$ cat src/rtl/region_guard_pkg.sv
package region_guard_pkg;

  typedef enum logic [2:0] {
    PERM_NONE      = 3'd0,
    PERM_PRIV_RW   = 3'd1,
    PERM_PRIV_RW_U = 3'd2,
    PERM_FULL      = 3'd3,
    PERM_RSVD      = 3'd4,
    PERM_PRIV_RO   = 3'd5,
    PERM_RO        = 3'd6,
    PERM_RO_ALT    = 3'd7
  } perm_e;

  // Returns 1 when the permission code lets this access through.
  function automatic logic perm_grants(input logic [2:0] code, input logic priv,
                                       input logic is_wr);
    logic ok;
    case (perm_e'(code))
      PERM_NONE:      ok = 1'b0;
      PERM_PRIV_RW:   ok = priv;
      PERM_PRIV_RW_U: ok = priv | ~is_wr;
      PERM_FULL:      ok = 1'b1;
      PERM_RSVD:      ok = 1'b0;
      PERM_PRIV_RO:   ok = priv & ~is_wr;
      default:        ok = ~is_wr;
    endcase
    return ok;
  endfunction

endpackage

$ cat src/rtl/region_guard_regs.sv
module region_guard_regs #(
  parameter int N      = 8,
  parameter int ADDR_W = 32,
  parameter int CODE_W = 5,
  parameter int IDX_W  = 3,
  parameter int ATTR_W = CODE_W + 5
) (
  input  logic              clk,
  input  logic              rst,
  input  logic              cfg_we,
  input  logic [IDX_W-1:0]  cfg_region,
  input  logic [ADDR_W-1:0] cfg_base,
  input  logic [ATTR_W-1:0] cfg_attr,
  input  logic              ctl_we,
  input  logic              ctl_en,
  output logic              glb_en,
  output logic              r_en   [N],
  output logic [ADDR_W-1:0] r_base [N],
  output logic [CODE_W-1:0] r_code [N],
  output logic [2:0]        r_perm [N],
  output logic              r_xn   [N]
);
  localparam int CODE_LSB = 1;
  localparam int PERM_LSB = CODE_LSB + CODE_W;
  localparam int XN_BIT   = PERM_LSB + 3;

  always_ff @(posedge clk) begin
    if (rst)         glb_en <= 1'b0;
    else if (ctl_we) glb_en <= ctl_en;
  end

  for (genvar gi = 0; gi < N; gi++) begin : g_win
    logic sel;
    assign sel = cfg_we && (cfg_region == IDX_W'(gi));

    always_ff @(posedge clk) begin
      if (rst) begin
        r_en[gi]   <= 1'b0;
        r_base[gi] <= '0;
        r_code[gi] <= '0;
        r_perm[gi] <= '0;
        r_xn[gi]   <= 1'b0;
      end else if (sel) begin
        r_en[gi]   <= cfg_attr[0];
        r_base[gi] <= cfg_base;
        r_code[gi] <= cfg_attr[CODE_LSB +: CODE_W];
        r_perm[gi] <= cfg_attr[PERM_LSB +: 3];
        r_xn[gi]   <= cfg_attr[XN_BIT];
      end
    end


    write_lands_chk: assert property (@(posedge clk) disable iff (rst)
      (cfg_we && cfg_region == IDX_W'(gi)) |=>
        (r_en[gi] == $past(cfg_attr[0]) && r_base[gi] == $past(cfg_base)));
  end

endmodule

$ cat src/rtl/region_guard_match.sv
module region_guard_match #(
  parameter int ADDR_W   = 32,
  parameter int CODE_W   = 5,
  parameter int MIN_CODE = 4
) (
  input  logic              en,
  input  logic [ADDR_W-1:0] base,
  input  logic [CODE_W-1:0] code,
  input  logic [ADDR_W-1:0] addr,
  output logic              hit
);
  logic [CODE_W-1:0] eff_code;
  logic [ADDR_W-1:0] keep;

  assign eff_code = (code < CODE_W'(MIN_CODE)) ? CODE_W'(MIN_CODE) : code;

  // Bit b takes part in the compare only when it lies above the window size.
  for (genvar b = 0; b < ADDR_W; b++) begin : g_bit
    assign keep[b] = (32'(eff_code) < 32'(b));
  end

  assign hit = en && (((addr ^ base) & keep) == '0);

endmodule

$ cat src/rtl/region_guard_pick.sv
module region_guard_pick #(
  parameter int N     = 8,
  parameter int IDX_W = 3
) (
  input  logic [N-1:0]     hits,
  output logic             any,
  output logic [IDX_W-1:0] idx
);
  always_comb begin
    idx = '0;
    for (int i = 0; i < N; i++) begin
      if (hits[i]) idx = IDX_W'(i);
    end
  end

  assign any = |hits;

endmodule

$ cat src/rtl/region_guard.sv
module region_guard
  import region_guard_pkg::*;
#(
  parameter int N        = 8,
  parameter int ADDR_W   = 32,
  parameter int MIN_CODE = 4,
  localparam int IDX_W   = $clog2(N),
  localparam int CODE_W  = $clog2(ADDR_W),
  localparam int ATTR_W  = CODE_W + 5
) (
  input  logic              clk,
  input  logic              rst,
  input  logic              cfg_we,
  input  logic [IDX_W-1:0]  cfg_region,
  input  logic [ADDR_W-1:0] cfg_base,
  input  logic [ATTR_W-1:0] cfg_attr,
  input  logic              ctl_we,
  input  logic              ctl_en,
  input  logic              acc_valid,
  input  logic [ADDR_W-1:0] acc_addr,
  input  logic              acc_write,
  input  logic              acc_fetch,
  input  logic              acc_priv,
  output logic              chk_allow,
  output logic              chk_hit,
  output logic [IDX_W-1:0]  chk_region,
  output logic              chk_fault
);
  logic              glb_en;
  logic              r_en   [N];
  logic [ADDR_W-1:0] r_base [N];
  logic [CODE_W-1:0] r_code [N];
  logic [2:0]        r_perm [N];
  logic              r_xn   [N];
  logic [N-1:0]      hit_vec;
  logic              any_hit;
  logic [IDX_W-1:0]  win_idx;
  logic              is_wr;
  logic              win_ok;
  logic              fault_q;

  region_guard_regs #(
    .N(N), .ADDR_W(ADDR_W), .CODE_W(CODE_W), .IDX_W(IDX_W), .ATTR_W(ATTR_W)
  ) u_regs (
    .clk(clk), .rst(rst),
    .cfg_we(cfg_we), .cfg_region(cfg_region), .cfg_base(cfg_base), .cfg_attr(cfg_attr),
    .ctl_we(ctl_we), .ctl_en(ctl_en),
    .glb_en(glb_en), .r_en(r_en), .r_base(r_base), .r_code(r_code),
    .r_perm(r_perm), .r_xn(r_xn)
  );

  for (genvar gi = 0; gi < N; gi++) begin : g_match
    region_guard_match #(
      .ADDR_W(ADDR_W), .CODE_W(CODE_W), .MIN_CODE(MIN_CODE)
    ) u_match (
      .en(r_en[gi]), .base(r_base[gi]), .code(r_code[gi]),
      .addr(acc_addr), .hit(hit_vec[gi])
    );
  end

  region_guard_pick #(.N(N), .IDX_W(IDX_W)) u_pick (
    .hits(hit_vec), .any(any_hit), .idx(win_idx)
  );

  // A fetch is a read for permission purposes.
  assign is_wr  = acc_write & ~acc_fetch;
  assign win_ok = perm_grants(r_perm[win_idx], acc_priv, is_wr)
                  & ~(acc_fetch & r_xn[win_idx]);

  always_comb begin
    if (!glb_en)      chk_allow = 1'b1;
    else if (any_hit) chk_allow = win_ok;
    else              chk_allow = acc_priv;
  end

  assign chk_hit    = glb_en & any_hit;
  assign chk_region = chk_hit ? win_idx : '0;

  always_ff @(posedge clk) begin
    if (rst) fault_q <= 1'b0;
    else     fault_q <= acc_valid & ~chk_allow;
  end
  assign chk_fault = fault_q;


  top_wins_chk: assert property (@(posedge clk) disable iff (rst)
    chk_hit |-> ((hit_vec >> chk_region) == N'(1)));


  bg_user_chk: assert property (@(posedge clk) disable iff (rst)
    (glb_en && !chk_hit && !acc_priv) |-> !chk_allow);


  xn_fetch_chk: assert property (@(posedge clk) disable iff (rst)
    (chk_hit && acc_fetch && r_xn[chk_region]) |-> !chk_allow);


  fault_raise_chk: assert property (@(posedge clk) disable iff (rst)
    (acc_valid && !chk_allow) |=> chk_fault);


  fault_cause_chk: assert property (@(posedge clk) disable iff (rst)
    chk_fault |-> $past(acc_valid && !chk_allow));


  off_open_chk: assert property (@(posedge clk) disable iff (rst)
    !glb_en |-> (chk_allow && !chk_hit && chk_region == '0));

endmodule

$ cat config.mk
export PLATFORM = sky130hd
export DESIGN_NAME = region_guard
export DESIGN_NICKNAME = d
export VERILOG_FILES = /design/src/rtl/region_guard_pkg.sv /design/src/rtl/region_guard_regs.sv /design/src/rtl/region_guard_match.sv /design/src/rtl/region_guard_pick.sv /design/src/rtl/region_guard.sv
export SDC_FILE = /design/constraint.sdc
export NUM_CORES = 1
export LEC_CHECK = 0
export BUFFER_PORTS_ARGS = -buffer_cell sky130_fd_sc_hd__buf_2
export CAP_MARGIN = 20
export CORE_MARGIN = 1.5
export CORE_UTILIZATION = 35
export DETAILED_ROUTE_END_ITERATION = 16
export SYNTH_ARGS = -nofsm -noshare
export SYNTH_HDL_FRONTEND = slang
export SYNTH_SLANG_ARGS = --single-unit
export TNS_END_PERCENT = 10
$ cat constraint.sdc
create_clock -name clk -period 11.2 [get_ports clk]
set_clock_uncertainty 0.1 [all_clocks]
set_input_delay 1.12 -clock clk [delete_from_list [all_inputs] [get_ports clk]]
set_output_delay 1.12 -clock clk [all_outputs]
set_load 0.02 [all_outputs]
# Word level (Yosys, flattened, before mapping)
# Index checks and enable logic that the tools add are counted.
# classes
magnitude_cmp	257
bitwise	28
n_eq_ne	12
reduce_logical	28
mux	25
# op_table
op	count
$lt A5 B5 Y1 const B	128
$lt A5 B4 Y1 const B	64
$and A32 B32 Y32	8
$logic_not A32 Y1	8
$xor A32 B32 Y32	8
$lt A5 B3 Y1 const B	40
$lt A5 B2 Y1 const B	16
$lt A5 B1 Y1 const B	8
$mux W5	8
$mux W3	7
$eq A3 B3 Y1 const B	6
$logic_and A1 B1 Y1	16
$eq A3 B2 Y1 const B	4
$bmux W3 S3	1
$reduce_or A8 Y1	1
$and A1 B1 Y1	6
$eq A3 B1 Y1 const B	2
$logic_not A3 Y1	2
$mux W1	5
$pmux W1 S5	1
$ge A4 B4 Y1 const B	1
$mux W2	2
$not A1 Y1	4
$not A3 Y4	1
other kinds (3)	3
# totals
out_inout_bits	6
register_bits	338
inputBits	86
elab_cells	392

# Logic depth before layout (Yosys ltp)
# logic_depth
ltp_word	25
mapped_depth	14
ltp_nobuf	12

# Hierarchy
# Synthesis repeated with hierarchy kept, for this count alone.
# unflattened
hier_cells	1885
area_unflattened_um2	18426.4
# by_module_without_submodules
module	seq_area_each_um2	instances	area_each_um2	cells_per_inst
region_guard_regs	6746.5	1	13145.1	1190
region_guard_match (g_match[0].u_match ...)	0.0	7	589.3	78
region_guard_match (g_match[7].u_match)	0.0	1	628.1	85
region_guard	20.0	1	461.7	52
region_guard_pick	0.0	1	66.3	12

# Worst setup path before layout
# Ideal clock, no wire load.
# synth_path
path_type	input to output
start	input port acc_addr[11]
end	output port chk_allow
required_ps	9980
path_slack_ps	5896
path_buffers	1
path_stages	13
arrival_time_ps	4084
path_cell_list	buf_2 xnor2_2 a21bo_2 a221oi_1 o22ai_1 nor4b_4 nor4_1 a311oi_2 mux2_1 a32oi_1 o211ai_1 o31ai_1 or2_1
# synth_via
elab_chain_len	21
elab_cells_between_ends	60
classes_between	eq/ne (5); mux (16); bitwise (20); reduce/logical (19)
# synth_rtl
element	line_no	text
start, declared	region_guard.sv:20	input logic [ADDR_W-1:0] acc_addr,
$xor A32 B32 Y32	region_guard_match.sv:22	assign hit = en && (((addr ^ base) & keep) == '0);
$and A32 B32 Y32	region_guard_match.sv:22	
$logic_not A32 Y1	region_guard_match.sv:22	
$logic_and A1 B1 Y1	region_guard_match.sv:22	
$mux W1	region_guard_pick.sv:12	if (hits[i]) idx = IDX_W'(i);
$mux W2 (2 in series)	region_guard_pick.sv:12	
$mux W3 (4 in series)	region_guard_pick.sv:12	
$not A3 Y4 (not written as such)	region_guard.sv:67, region_guard.sv:68	
$bmux W3 S3	region_guard.sv:67	assign win_ok = perm_grants(r_perm[win_idx], acc_priv, is_wr)
$mux W3 (not written as such) (2 in series)	region_guard.sv:67	
$eq A3 B3 Y1 or $logic_not A3 Y1 (tied branches)	region_guard_pkg.sv:18	case (perm_e'(code))
$reduce_or A2 Y1 (no source line)	n/a	
$pmux W1 S5	region_guard_pkg.sv:18	
$and A1 B1 Y1	region_guard.sv:68	& ~(acc_fetch & r_xn[win_idx]);
$mux W1 (*)	region_guard.sv:72	else if (any_hit) chk_allow = win_ok;
$mux W1 (*)	region_guard.sv:71	if (!glb_en) chk_allow = 1'b1;
end, declared	region_guard.sv:24	output logic chk_allow,
# Mark *: on every way between the ends. The rest lies on a longest branch, timed or not. The select of a mux whose other input is x is not followed.

# Worst setup path in the final report
# layout_path
start	register u_regs.r_code[34] (netlist name)
end	output port chk_allow
# layout_via
elab_chain_len	23
elab_cells_between_ends	64
classes_between	order compare (32); eq/ne (5); mux (17); bitwise (5); reduce/logical (5)
# layout_rtl
element	line_no	text
start, declared	region_guard_regs.sv:19	output logic [CODE_W-1:0] r_code [N],
start signal, assigned by index	region_guard_regs.sv:46	r_code[gi] <= cfg_attr[CODE_LSB +: CODE_W];
$lt A5 B3 Y1	region_guard_match.sv:15	assign eff_code = (code < CODE_W'(MIN_CODE)) ? CODE_W'(MIN_CODE) : code;
$mux W5 (*)	region_guard_match.sv:15	
$lt A5 B1 Y1, or another cell as far along	region_guard_match.sv:19	assign keep[b] = (32'(eff_code) < 32'(b));
$and A32 B32 Y32 (*)	region_guard_match.sv:22	
$logic_not A32 Y1 (*)	region_guard_match.sv:22	
$logic_and A1 B1 Y1 (*)	region_guard_match.sv:22	
$mux W1	region_guard_pick.sv:12	
$mux W2 (2 in series)	region_guard_pick.sv:12	
[5 not listed]	n/a	
$bmux W3 S3	region_guard.sv:67	
$mux W3 (not written as such) (2 in series)	region_guard.sv:67	
$eq A3 B3 Y1 or $logic_not A3 Y1 (tied branches)	region_guard_pkg.sv:18	
$reduce_or A2 Y1 (no source line)	n/a	
$pmux W1 S5	region_guard_pkg.sv:18	
$and A1 B1 Y1	region_guard.sv:68	
$mux W1 (*)	region_guard.sv:72	
$mux W1 (*)	region_guard.sv:71	
# Marked as above.

==> results_tabular.tex <==
\begin{tabular}{lr}
\hline
Metric & Value \\
\hline
\multicolumn{2}{l}{\textbf{Worst setup path}} \\
Worst setup path category & reg2out \\
Critical R2R Capture & chk\_fault\$\_SDFF\_PP0\_ \\
Biggest cell delay along the critical path & 0.75 ns \\
Worst Path Required & 9.98 ns \\
Critical Path AT & 5.46 ns \\
Setup crit start kind & flip-flop \\
Count of cells along the worst register-to-register path & 12 \\
Number of logic stages on the critical path including buffering & 13 \\
CP Buf/Inv Count & 1 \\
Maximum fanout encountered on the critical timing path & 12 \\
Largest delay share family, worst path & compound AO/OA/AOI/OAI gates \\
Worst r2r src & u\_regs.r\_code[34]\$\_SDFFE\_PP0P\_ \\
Sequence of cells on the critical path & nand2\_4 > nor3\_2 > nor2\_1 > o21ai\_0 > nand4\_1 > or4\_4 > a311oi\_2 > mux2\_1 > a32oi\_1 > o211ai\_1 > o31ai\_1 > or2\_1 > buf\_2 \\
Sort of element at the end of the critical path & output port \\
Critical Path Slowest Stage Cell & dfxtp\_1 \\
Setup slack of the most critical reg-to-reg path & 6.25 ns \\
\multicolumn{2}{l}{\textbf{Global route}} \\
First-pass GRT wire length & 80800 um \\
Largest net degree at the start of global routing & 117 \\
Initial antenna violation count & 2 \\
Overflow after GRT & 0 \\
Number of global-route vias before repair & 12700 \\
Global routing usage summed across all routing layers & 23.7\% \\
\multicolumn{2}{l}{\textbf{Floorplanning}} \\
Initial Utilization & 35.6\% \\
Core footprint & 43400 sq um \\
Boundary pin count & 92 \\
Chip width & 213 um \\
Die Area & 45400 sq um \\
Die height & 213 um \\
Number of standard-cell rows in the floorplan & 76 \\
\multicolumn{2}{l}{\textbf{Timing}} \\
Maximum frequency from static timing analysis & 0.150 GHz \\
Setup TNS & 0 ns \\
Worst relative slew slack & 25.2\% \\
Final critical-path required period & 6.68 ns \\
Post-route fraction of the period consumed by the critical path & 59.7\% \\
Number of max-slew violations in the final report & 0 \\
Setup repair after global routing missed its margin & no \\
Number of endpoints failing setup at the final stage & 0 \\
Slew at the pin closest to its max-slew limit & 1.12 ns \\
Count of final hold-check violations & 0 \\
\multicolumn{2}{l}{\textbf{Power}} \\
Net switching component of the power & 0.000624 W \\
Sequential Power Share & 46.5\% \\
Peak VDD IR & 0.0938 mV \\
Sw Share & 26.2\% \\
Clock group share of total power & 43.7\% \\
Power per cell area & 141 nW/um\^{}2 \\
Share of power burned in combinational logic & 9.9\% \\
Static leakage power & 5.64 nW \\
Int Power & 0.00176 W \\
\multicolumn{2}{l}{\textbf{Min path}} \\
Class of the tightest hold or removal check & reg2reg \\
Hold wc startpoint & u\_regs.r\_perm[9]\$\_SDFFE\_PP0P\_ \\
Hold depth & 2 \\
Endpoint of the worst hold-timing path & u\_regs.r\_perm[9]\$\_SDFFE\_PP0P\_ \\
\multicolumn{2}{l}{\textbf{Route}} \\
Overall via count from detail\_route & 14200 \\
Vias per Instance & 5.46 \\
Total length of routed met3 wires & 4520 um \\
Final routed DRC violation total & 0 \\
Uppermost metal layer occupied by signal nets & met4 \\
Avg WL per Cell & 20.8 um \\
Detailed router's first-iteration violation count & 1514 \\
Total detailed-routing wirelength & 54200 um \\
Detailed-routing wirelength on met1 & 24100 um \\
Wire length on met2 & 23600 um \\
Remaining number of nets flagged by the antenna check after routing & 0 \\
Iteration count of the initial detailed-routing pass & 5 \\
\multicolumn{2}{l}{\textbf{Cells and area}} \\
Signed area change from the synthesized netlist to the final layout & 9.04\% \\
Final standard cell count with taps included and fillers excluded & 2608 \\
Top library cells by usage in the layout, fill and taps aside & nand2\_1 (634), a21oi\_1 (339), dfxtp\_1 (298) \\
Layout Cell Area excl Fill & 16800 sq um \\
Share of cells above drive strength 1 & 8.91\% \\
Final net count & 2083 \\
Most frequent standard cell in the layout excluding fill and tap cells & nand2\_1 \\
\multicolumn{2}{l}{\textbf{Synth}} \\
Flip-flop cell with the highest count after synthesis & dfxtp\_1 \\
Synthesized cell area & 15500 sq um \\
Gate Count Post-Synth & 2082 \\
Post-Syn Area per Cell & 7.42 sq um \\
Number of warnings issued by yosys & 0 \\
Distinct cell type count after synthesis & 84 \\
Fraction of synthesis flops using an asynchronous set or reset pin & 0\% \\
Register bit count reported by yosys & 298 \\
Sequential cell area fraction in the yosys report & 38.6\% \\
Number of nets in the synthesized netlist & 2168 \\
Post-synth EDFFs & 0 \\
\multicolumn{2}{l}{\textbf{Clocking}} \\
H-Tree Depth & 1 \\
Clock Tree Buf Depth & 3 \\
Buffer type at the clock tree root & clkbuf\_16 \\
TritonCTS clock tree & done \\
Num CTS Buffers & 31 \\
Quantity of hold-fixing buffers added after cts & 0 \\
CTS sink count & 298 \\
Number of instances resized during post-cts repair & 0 \\
Total setup buffers inserted after CTS & 0 \\
CTS clk-pin slew, worst paths & 0.07 ns \\
Clk\_lat worst skew & 0.58 ns \\
\multicolumn{2}{l}{\textbf{Run}} \\
Max-Cap Viols & 0 \\
\multicolumn{2}{l}{\textbf{Outcome}} \\
Status & completed \\
\multicolumn{2}{l}{\textbf{Place}} \\
Count of port buffers added during placement & 81 \\
Post-Place Cells & 2548 \\
Detailed placement HPWL & 37100 um \\
Placed instance area & 15800 sq um \\
Global placement routability congestion & 0.918 \\
\hline
\end{tabular}
-- per-layer routing --
metal,up-vias,global-route usage [%]
met5,-,0
met4,0,8.83
met3,110,3.28
met2,598,36.3
met1,6782,33.6
li1,6755,-
-- metrics by stage --
| stage | worst slack (ns) | total power (W) | hold WS (ns) | utilization, % |
|---|---|---|---|---|
| global placement | 5.01 | 0.00136 | 0.338 | 36.4 |
| detailed placement | 4.97 | 0.00136 | 0.345 | 36.4 |
| CTS | 4.84 | 0.00239 | 0.355 | 38.8 |
| floorplan | 5.90 | 0.00128 | 0.331 | - |
| global route | 4.42 | 0.00245 | 0.378 | 38.8 |
| finish | 4.52 | 0.00238 | 0.357 | 38.9 |
-- registers in the layout, indices dropped and copies added (netlist names) --
register and flops:
u_regs.r_xn 8, u_regs.r_base 216, u_regs.glb_en 1, u_regs.r_en 8, u_regs.r_code 40, u_regs.r_perm 24, chk_fault 1
-- power groups by stage --
stage               clock network (W)  logic, W  registers, W
finish                        0.00104  0.000235       0.00111
global route                  0.00109  0.000252       0.00111
CTS                           0.00105  0.000231       0.00111
detailed placement                  0  0.000230       0.00113
global placement                    0  0.000228       0.00113
floorplan                           0  0.000165       0.00112
-- worst max path at each step --
stage,slack [ns],startpoint,to
floorplan,5.90,acc_addr[11],chk_allow
global placement,5.01,acc_addr[27],chk_allow
detailed placement,4.97,acc_addr[27],chk_allow
CTS,4.84,u_regs.r_code[34]$_SDFFE_PP0P_,chk_allow
global route,4.42,u_regs.r_code[34]$_SDFFE_PP0P_,chk_allow
finish,4.52,u_regs.r_code[34]$_SDFFE_PP0P_,chk_allow
-- Yosys cell counts, types with 16 or more instances --
library cell	instances	area share, %
a21oi_1	339	11
a31oi_1	16	0.65
buf_2	28	0.91
clkbuf_1	124	3.0
clkbuf_2	37	1.2
dfxtp_1	298	39
nand2_1	634	15
nand3_1	27	0.87
nor2_1	44	1.1
o21ai_0	56	1.8
o22ai_1	17	0.69
xnor2_1	104	5.9
xor2_1	110	6.2
-- final cells by class --
| type | instances | area, sq um |
|---|---|---|
| diodes | 3 | 7.51 |
| multi-input cells | 1564 | 8570 |
| flip-flops and latches | 298 | 5970 |
| clock inverters | 6 | 30.0 |
| well taps | 585 | 732 |
| clock buffers | 50 | 997 |
| inverters | 12 | 45.0 |
| repair buffers | 90 | 503 |
| fillers | 4476 | 26500 |
-- tightest hold or removal path: cells and delay by family (launching register included) --
| family | cells | cell delay [ns] |
|---|---|---|
| AO/OA/AOI/OAI | 1 | 0.05 |
| flip-flops | 1 | 0.31 |
| AND/OR/NAND/NOR | 1 | 0.05 |
-- kinds of logic after synthesis --
family,after synthesis,share of synthesized area [%]
flip-flops,298,38.6
multiplexers,12,0.826
buffers and inverters,220,6.43
AO/OA/AOI/OAI,536,20.2
AND/OR/NAND/NOR,800,21.6
XOR/XNOR,216,12.3
Note: power is estimated with default switching activity, not from simulation.
